===== src/rtl/i2c_irq_pkg.sv =====
package i2c_irq_pkg;
    localparam int EVT_W = 15;
    localparam int DATA_W = 32;

    // Status bit positions (decoded by the command engine side).
    localparam int BIT_TX_ACK    = 0;
    localparam int BIT_TX_NAK    = 1;
    localparam int BIT_RX_DONE   = 2;
    localparam int BIT_ARB_LOST  = 3;
    localparam int BIT_STOP_OK   = 4;
    localparam int BIT_STOP_BAD  = 5;
    localparam int BIT_CLK_TMO   = 6;
    localparam int BIT_RECOVERED = 13;
    localparam int BIT_DATA_TMO  = 14;

    typedef enum logic [1:0] {
        SEL_ENABLE = 2'd0,
        SEL_STATUS = 2'd1,
        SEL_GLOBAL = 2'd2,
        SEL_NONE   = 2'd3
    } reg_sel_e;

    typedef enum logic {
        IRQ_QUIET  = 1'b0,
        IRQ_RAISED = 1'b1
    } irq_state_e;

    typedef struct packed {
        logic             wr_enable;
        logic             wr_status;
        logic [EVT_W-1:0] wdata;
    } slice_wr_t;
endpackage


===== src/rtl/i2c_irq_decoder.sv =====
module i2c_irq_decoder
    import i2c_irq_pkg::*;
#(
    parameter int NUM_BUSES = 4,
    parameter int ADDR_W    = 4
) (
    input  logic                      reg_wr,
    input  logic [ADDR_W-1:0]         reg_addr,
    input  logic [EVT_W-1:0]          wdata_lo,
    output slice_wr_t [NUM_BUSES-1:0] slice_wr
);
    localparam int IDX_W = ADDR_W - 2;

    reg_sel_e sel;
    assign sel = reg_sel_e'(reg_addr[1:0]);

    for (genvar b = 0; b < NUM_BUSES; b++) begin : g_dec
        localparam logic [IDX_W-1:0] IDX = IDX_W'(b);
        logic hit;
        assign hit = reg_wr && (reg_addr[ADDR_W-1:2] == IDX);
        always_comb begin
            slice_wr[b].wr_enable = hit && (sel == SEL_ENABLE);
            slice_wr[b].wr_status = hit && (sel == SEL_STATUS);
            slice_wr[b].wdata     = wdata_lo;
        end
    end
endmodule


===== src/rtl/i2c_irq_bus_slice.sv =====
module i2c_irq_bus_slice
    import i2c_irq_pkg::*;
(
    input  logic             clk,
    input  logic             rst_n,
    input  slice_wr_t        wr_i,
    input  logic [EVT_W-1:0] evt_i,
    input  logic             rx_pend_i,
    output logic [EVT_W-1:0] enable_o,
    output logic [EVT_W-1:0] status_o,
    output logic             rx_fetch_o,
    output logic             irq_o
);
    logic [EVT_W-1:0] enable_q, status_q, status_d;
    logic [EVT_W-1:0] clr_mask, merged, masked;
    logic             raise, rearm, rx_fetch_q;
    irq_state_e       state_q, state_d;

    // Event/clear datapath
    always_comb begin
        clr_mask = wr_i.wr_status ? wr_i.wdata : '0;
        raise    = |evt_i;
        rearm    = wr_i.wr_status && status_q[BIT_RX_DONE] &&
                   wr_i.wdata[BIT_RX_DONE] && rx_pend_i;
        merged   = status_q | evt_i;
        masked   = (raise || rearm) ? (merged & enable_q) : merged;
        status_d = masked & ~clr_mask;   // clear applied last: wins over set
    end

    // Next-state logic of the interrupt machine
    always_comb begin
        state_d = state_q;
        unique case (state_q)
            IRQ_QUIET:
                if ((raise || rearm) && (status_d != '0)) state_d = IRQ_RAISED;
            IRQ_RAISED:
                if (wr_i.wr_status && (status_d == '0)) state_d = IRQ_QUIET;
            default: state_d = IRQ_QUIET;
        endcase
    end

    // State and data registers
    always_ff @(posedge clk) begin
        if (!rst_n) begin
            state_q    <= IRQ_QUIET;
            enable_q   <= '0;
            status_q   <= '0;
            rx_fetch_q <= 1'b0;
        end else begin
            state_q    <= state_d;
            status_q   <= status_d;
            rx_fetch_q <= rearm;
            if (wr_i.wr_enable) enable_q <= wr_i.wdata;
        end
    end

    // Outputs
    always_comb begin
        irq_o      = (state_q == IRQ_RAISED);
        enable_o   = enable_q;
        status_o   = status_q;
        rx_fetch_o = rx_fetch_q;
    end
endmodule


===== src/rtl/i2c_irq_rdmux.sv =====
module i2c_irq_rdmux
    import i2c_irq_pkg::*;
#(
    parameter int NUM_BUSES = 4,
    parameter int ADDR_W    = 4
) (
    input  logic [ADDR_W-1:0]                 reg_addr,
    input  logic [NUM_BUSES-1:0][EVT_W-1:0]   enable_all,
    input  logic [NUM_BUSES-1:0][EVT_W-1:0]   status_all,
    input  logic [NUM_BUSES-1:0]              global_word,
    output logic [DATA_W-1:0]                 rdata
);
    localparam int IDX_W = ADDR_W - 2;

    logic [IDX_W-1:0] idx;
    logic             idx_ok;
    reg_sel_e         sel;

    assign idx    = reg_addr[ADDR_W-1:2];
    assign idx_ok = (int'(idx) < NUM_BUSES);
    assign sel    = reg_sel_e'(reg_addr[1:0]);

    always_comb begin
        rdata = '0;
        unique case (sel)
            SEL_ENABLE: if (idx_ok) rdata = DATA_W'(enable_all[idx]);
            SEL_STATUS: if (idx_ok) rdata = DATA_W'(status_all[idx]);
            SEL_GLOBAL: rdata = DATA_W'(global_word);
            SEL_NONE:   rdata = '0;
            default:    rdata = '0;
        endcase
    end
endmodule


===== src/rtl/i2c_irq_aggregator.sv =====
module i2c_irq_aggregator
    import i2c_irq_pkg::*;
#(
    parameter int NUM_BUSES = 4,
    parameter int IDX_W     = (NUM_BUSES > 1) ? $clog2(NUM_BUSES) : 1,
    parameter int ADDR_W    = IDX_W + 2
) (
    input  logic                       clk,
    input  logic                       rst_n,
    input  logic                       reg_wr,
    input  logic [ADDR_W-1:0]          reg_addr,
    input  logic [31:0]                reg_wdata,
    output logic [31:0]                reg_rdata,
    input  logic [NUM_BUSES*15-1:0]    evt_pulse,
    input  logic [NUM_BUSES-1:0]       rx_cmd_pending,
    output logic [NUM_BUSES-1:0]       rx_fetch,
    output logic [NUM_BUSES-1:0]       bus_irq,
    output logic [NUM_BUSES-1:0]       global_status,
    output logic                       irq
);
    slice_wr_t [NUM_BUSES-1:0]         slice_wr;
    logic [NUM_BUSES-1:0][EVT_W-1:0]   enable_all;
    logic [NUM_BUSES-1:0][EVT_W-1:0]   status_all;
    logic                              unused_wdata_hi;

    assign unused_wdata_hi = ^reg_wdata[31:EVT_W];

    i2c_irq_decoder #(.NUM_BUSES(NUM_BUSES), .ADDR_W(ADDR_W)) u_dec (
        .reg_wr   (reg_wr),
        .reg_addr (reg_addr),
        .wdata_lo (reg_wdata[EVT_W-1:0]),
        .slice_wr (slice_wr)
    );

    for (genvar b = 0; b < NUM_BUSES; b++) begin : g_bus
        i2c_irq_bus_slice u_slice (
            .clk        (clk),
            .rst_n      (rst_n),
            .wr_i       (slice_wr[b]),
            .evt_i      (evt_pulse[b*EVT_W +: EVT_W]),
            .rx_pend_i  (rx_cmd_pending[b]),
            .enable_o   (enable_all[b]),
            .status_o   (status_all[b]),
            .rx_fetch_o (rx_fetch[b]),
            .irq_o      (bus_irq[b])
        );
    end

    assign global_status = bus_irq;
    assign irq           = |bus_irq;

    i2c_irq_rdmux #(.NUM_BUSES(NUM_BUSES), .ADDR_W(ADDR_W)) u_rd (
        .reg_addr    (reg_addr),
        .enable_all  (enable_all),
        .status_all  (status_all),
        .global_word (bus_irq),
        .rdata       (reg_rdata)
    );
endmodule


===== config.mk =====
export PLATFORM = sky130hd
export DESIGN_NAME = i2c_irq_aggregator
export DESIGN_NICKNAME = d
export VERILOG_FILES = /design/src/rtl/i2c_irq_pkg.sv /design/src/rtl/i2c_irq_decoder.sv /design/src/rtl/i2c_irq_bus_slice.sv /design/src/rtl/i2c_irq_rdmux.sv /design/src/rtl/i2c_irq_aggregator.sv
export SDC_FILE = /design/constraint.sdc
export NUM_CORES = 1
export LEC_CHECK = 0
export BUFFER_PORTS_ARGS = -buffer_cell sky130_fd_sc_hd__buf_2
export CORE_MARGIN = 5
export CORE_UTILIZATION = 25
export CTS_CLUSTER_DIAMETER = 200
export CTS_CLUSTER_SIZE = 8
export DETAILED_ROUTE_END_ITERATION = 8
export MAX_ROUTING_LAYER = met4
export REMOVE_ABC_BUFFERS = 1
export SYNTH_ARGS = -nofsm -noshare
export SYNTH_HDL_FRONTEND = slang
export SYNTH_SLANG_ARGS = --single-unit

===== constraint.sdc =====
create_clock -name clk -period 1.8 [get_ports clk]
set_input_delay 0 -clock clk [delete_from_list [all_inputs] [get_ports clk]]
set_output_delay 0 -clock clk [all_outputs]
set_load 0.005 [all_outputs]

==> results_dict.tcl, run 1 <==
set metrics [dict create \
    status "finished with violations" \
    violations "hold timing, setup timing" \
    wl_met3_um 3560 \
    synth_top_area_cell "dfxtp_1" \
    vias_per_cell 5.44 \
    setup_viol 1 \
    start_kind "register" \
    root_buffer "clkbuf_16" \
    drv_cap 0 \
    grt_start_max_net_pins 44 \
    async_reset_ff_frac 0 \
    rsz0062_at_grt "true" \
    cp_cell_sequence "nand4b_1, buf_4, nor3_1, nor3_1, a2111oi_4, buf_4, nand4_1, o221a_2" \
    htreeDepth 4 \
    cp_num_buf_inv 2 \
    hold_slack_ps -0.227 \
    syn_avg_cell_area_sq_um 8.62 \
    nFillCells 2725 \
    syn2layout_area_growth_pct 45.9 \
    wl_met2_um 14900 \
    instances_no_fill 1404 \
    netlist-cell-type-count 53 \
    start_util 0.252 \
    yosysSeqAreaShare 0.379 \
    grt_usage 0.219 \
    met1Wirelength_um 13500 \
    wl_per_cell_um 23.7 \
    post-dp-hpwl_um 26000 \
    synth_top_flop_cell "dfxtp_1" \
    path_max_fanout 3 \
    clk_latency_ps 430 \
    dieArea_sq_um 30400 \
    grt_pass1_wl_um 48400 \
    finalHoldViolations 1 \
    synth_top_area_share 0.379 \
    r2r_start "g_bus[1].u_slice.status_o[2]" \
    synth_seq_cells 128 \
    path_class "reg -> reg" \
    synth_commonest_cells "139 x nand2_1, 128 x dfxtp_1, 76 x nor2_1" \
    drive_above_1_share 0.390 \
    synth_warnings 0 \
    finClkSkew_ps 5.94 \
    nNetsFinal 1153 \
    grt.overflow.total 0 \
    tightest_slew_ps 597 \
    relSlewSlack 0.601 \
    tritoncts "built" \
    die_x_um 174 \
    min_from "evt_pulse[14]" \
    critPathLaunch "g_bus[1].u_slice.status_o[2]" \
    endpoint_kind "register" \
    clkTransAtPathRegs_ps 60 \
    synth_edf_count 0 \
    drc 0 \
    totalWireLength_um 33300 \
    antenna_found_initial 0 \
    io_buffers 113 \
    antenna_cells 0 \
    highest_layer "met4" \
    drt_iter0_drc 934 \
    rows 60 \
    cts_buffer_depth 2 \
    fin_crit_sh 1.05 \
    final-max-slew-violation-count 0 \
    cp_data_required_time_ps 2120 \
    ant_nets 0 \
    cp_top_family "simple AND/OR/NAND/NOR gates" \
    placed_cells 1352 \
    synth_most_common_cell "nand2_1" \
    design.core.area_sq_um 26800 \
    p_per_area_nw_per_um2 752 \
    die_y_um 174 \
    worstPathArrival_ps 2210 \
    setup_ws_ps -89.8 \
    io-pin-count 148 \
    place_congestion 1.03 \
    synth_area_sq_um 6760 \
    cts_buffers 17 \
    synthTopCellsByArea "dfxtp_1 38%, mux4_2 10%, nand2_1 7.7%" \
    ir_worst_vdd_mv 0.548 \
    cp_slowest_cell "dfxtp_2" \
    p_leak_uw 0.00437 \
    dr.pass1.iters 8 \
    p_total_uw 7410 \
    max_stage_delay_ps 320 \
    fmax_mhz 529 \
    min_period_ps 1890 \
    vias 7639 \
    hp-class "in -> reg" \
    cts.sinks 128 \
    syn-instance-count 784 \
    grt_pass1_vias 7559 \
    tns_ps -89.8 \
]
## metal layers
metal / track usage / vias up
li1: - / 3388
met1: 0.283 / 3674
met2: 0.326 / 493
met3: 0.0548 / 84
met4: 0.0937 / 0
met5: - / -
## through the flow
step	utilization	setup slack, ps	cell area [sq um]
6_report	0.368	-89.8	9850
5_1_grt	0.368	-165	9850
4_1_cts	0.362	-65.8	9710
3_5_place_dp	0.330	-369	8840
3_3_place_gp	0.330	-419	8840
2_1_floorplan	-	-1620	6280
## tightest hold or removal path, cell delays in order
cell and delay (ps):
buf_2 130, o221ai_2 130, nor2_1 120
## area by class of cell
type / instances / area [sq um] / area share
Tap cell: 341 / 427 / 0.0433
Timing Repair Buffer: 331 / 2340 / 0.237
Sequential cell: 128 / 2560 / 0.260
Clock inverter: 10 / 110 / 0.0112
Inverter: 5 / 18.8 / 0.00190
Clock buffer: 22 / 474 / 0.0481
Multi-Input combinational cell: 567 / 3920 / 0.398
## cell families after synthesis
logic type,after synthesis,synth area share
AO/OA/AOI/OAI,199,0.210
AND/OR/NAND/NOR,306,0.205
buffers and inverters,105,0.0824
multiplexers,45,0.122
other,1,0.000555
flip-flops,128,0.379
## power by group
group	internal (uW)	switching, uW	leakage (uW)	total, uW
sequential	2860	36.5	0.00103	2900
clock	2140	1330	0.000278	3460
combinational	464	583	0.00306	1050
## sequential cells by signal (all words and copies together), names as in the netlist
register / flops
g_bus.u_slice.enable_o: 60
g_bus.u_slice.status_o: 60
g_bus.u_slice.irq_o: 4
g_bus.u_slice.rx_fetch_o: 4
## path summary, 6_finish.rpt
kind | to | slack [ps] | depth (start not counted)
worst max-delay path | g_bus[1].u_slice.irq_o | -90 | 8
worst min-delay path | g_bus[0].u_slice.status_o[14] | -0.2 | 3
worst max register to register | g_bus[1].u_slice.irq_o | -90 | 8
worst min register to register | g_bus[3].u_slice.enable_o[2] | 470 | 2
## layout by cell type (no fill, tap or decap), types with 3 or more instances in the layout
cell and n:
mux2i_1 15, a22oi_1 9, nor3_1 11, clkbuf_8 3
nand2_1 138, dlygate4sd3_1 19, conb_1 17, o21ai_0 8
a31oi_1 34, buf_12 6, nor2_1 73, a21oi_1 61
a31o_2 4, and2_1 8, nor4_1 19, buf_2 112
o211a_1 33, clkinv_2 4, inv_1 4, nand3_1 19
and3_1 3, clkbuf_16 17, o221ai_1 10, buf_6 3
and4_1 3, o221a_2 3, buf_4 190, clkinvlp_4 4
dfxtp_1 126, o221ai_4 4, nand4_1 7, a41oi_1 3
mux4_2 30
## what timing repair did
action | in CTS | in global routing
hold buffers | 19 | 0
setup endpoints to repair | 4 | 4
pin swaps | 5 | 14
buffers inserted | 0 | 1
gates resized for setup | 19 | 27
endpoints found under the hold margin | 53 | 0
Note: power is estimated with default switching activity, not from simulation.
==> run 2, diff against run 1 <==
==> constraint.sdc (replaced) <==
create_clock -name clk -period 1.8 [get_ports clk]
set_input_delay 0 -clock clk [delete_from_list [all_inputs] [get_ports clk]]
set_output_delay 0 -clock clk [all_outputs]
set_load 0.1 [all_outputs]
==> run 2 against run 1 <==
Compared with the run above: the flow finishes with violations (setup timing); combinational power up 30%; sequential power barely moved; clock-buffer cell count stayed put; maximum frequency decreased by 6.4%; sequential cell count unchanged; worst setup slack got worse by 130 ps; design area hardly changed.
==> results_dict.tcl, run 2 (synthesis gave the netlist of run 1 again) <==
set metrics [dict create \
    status "finished with violations" \
    violations "setup timing" \
    cts.sinks 128 \
    root_buffer "clkbuf_16" \
    p_per_area_nw_per_um2 809 \
    die_y_um 174 \
    start_kind "register" \
    cts_buffer_depth 2 \
    p_leak_uw 0.00433 \
    cp_data_required_time_ps 2110 \
    cts_buffers 17 \
    drt_iter0_drc 792 \
    vias_per_cell 5.49 \
    fin_crit_sh 1.12 \
    rows 60 \
    path_class "reg -> reg" \
    start_util 0.252 \
    mostFrequentLayoutCells "184 x buf_4, 138 x nand2_1, 118 x dfxtp_1" \
    design.core.area_sq_um 26800 \
    ant_nets 0 \
    final_common_cell "buf_4" \
    place_congestion 1.02 \
    clkTransAtPathRegs_ps 60 \
    vias 7638 \
    setup_viol 3 \
    tritoncts "built" \
    post-place-ws_ps -610 \
    grt_pass1_wl_um 47900 \
    relSlewSlack 0.616 \
    drv_cap 0 \
    grt_usage 0.217 \
    dr.pass1.iters 5 \
    io-pin-count 148 \
    reg2reg_slack_ps -220 \
    grtUsageMet1 0.277 \
    min_period_ps 2020 \
    top_usage_layer "met2" \
    p_total_uw 7960 \
    wl_per_cell_um 23.8 \
    fmax_mhz 496 \
    grt_pass1_vias 7461 \
    syn2layout_area_growth_pct 45.8 \
    place_area_sq_um 8780 \
    met3_usage 0.0670 \
    post-dp-hpwl_um 26000 \
    ir_worst_vdd_mv 0.555 \
    met2_usage 0.325 \
    antenna_cells 0 \
    postLayoutCoreUtil 0.367 \
    die_x_um 174 \
    htreeDepth 4 \
    final-max-slew-violation-count 0 \
    finClkSkew_ps 8.47 \
    fin_area_sq_um 9850 \
    cp_cell_sequence "nand4b_1, nor3_2, nor3_2, a2111oi_4, buf_4, nand4_1, o221a_2" \
    rsz0062_at_grt "true" \
    max_stage_delay_ps 460 \
    tns_ps -272 \
    grt_start_max_net_pins 51 \
    drive_above_1_share 0.391 \
    hp-class "in -> reg" \
    cp_slowest_cell "a2111oi_4" \
    endpoint_kind "register" \
    worstPathArrival_ps 2330 \
    path_max_fanout 4 \
    antenna_found_initial 0 \
    nFillCells 2727 \
    critPathMostFrequentCell "nor3_2" \
    nNetsFinal 1141 \
    tightest_slew_ps 573 \
    setup_ws_ps -218 \
    clk_latency_ps 430 \
    finalHoldViolations 0 \
    grt.overflow.total 0 \
    io_buffers 113 \
    totalWireLength_um 33100 \
    drc 0 \
    dieArea_sq_um 30400 \
]
run 2: cell count changes in the layout (fill, tap and decap cells not counted), moves of 3 or more:
cell	delta
buf_6	+4
dfxtp_1	-8
o221ai_4	-4
buf_4	-6
o21ai_0	-3
clkinv_2	-3
clkbuf_4	+3
o221ai_2	+5
buf_2	-16
dfxtp_2	+7
buf_12	+3
run 2: cell type report:
class	instances	area, sq um	share of cell area
Sequential cell	128	2580	0.262
Tap cell	341	427	0.0433
Timing Repair Buffer	319	2350	0.239
Clock buffer	22	464	0.0471
Inverter	5	18.8	0.00191
Multi-Input combinational cell	567	3850	0.391
Clock inverter	9	158	0.0160
run 2: per-stage QoR:
step	cells	hold slack, ps
after floorplan	700	114
after global placement	1341	269
after detailed placement	1341	269
after CTS	1389	3.87
after global routing	1391	6.84
final	1391	6.88
run 2: where the power goes:
part	switching (uW)	internal [uW]
clock network	1300	2380
logic	912	457
registers	47.8	2860
total	2260	5710
run 2: metal layers:
metal / part of all wire / vias to the layer above
met5: 0 / -
met4: 0.035 / 0
met3: 0.12 / 75
met2: 0.45 / 471
met1: 0.40 / 3732
li1: - / 3360
run 2: final timing paths:
kind                                       end  cells past startpoint                          from
hold reg to reg   g_bus[1].u_slice.enable_o[8]                      2  g_bus[1].u_slice.enable_o[8]
setup / recovery        g_bus[1].u_slice.irq_o                      7  g_bus[1].u_slice.status_o[2]
hold / removal     g_bus[0].u_slice.rx_fetch_o                      4             rx_cmd_pending[0]
setup reg to reg        g_bus[1].u_slice.irq_o                      7  g_bus[1].u_slice.status_o[2]
run 2: critical path: cells and delay by family (launching register included):
kind	cells	cell delay, ps
simple gates	4	690
compound gates	2	710
flops	1	320
buf+inv	1	190
run 2: timing repair:
action | 4_1_cts | 5_1_grt
pin swaps | 8 | 8
hold endpoints to repair | 49 | 0
endpoints found under the setup margin | 12 | 23
gates resized for setup | 35 | 48
setup buffers | 0 | 2
hold buffers | 17 | 0
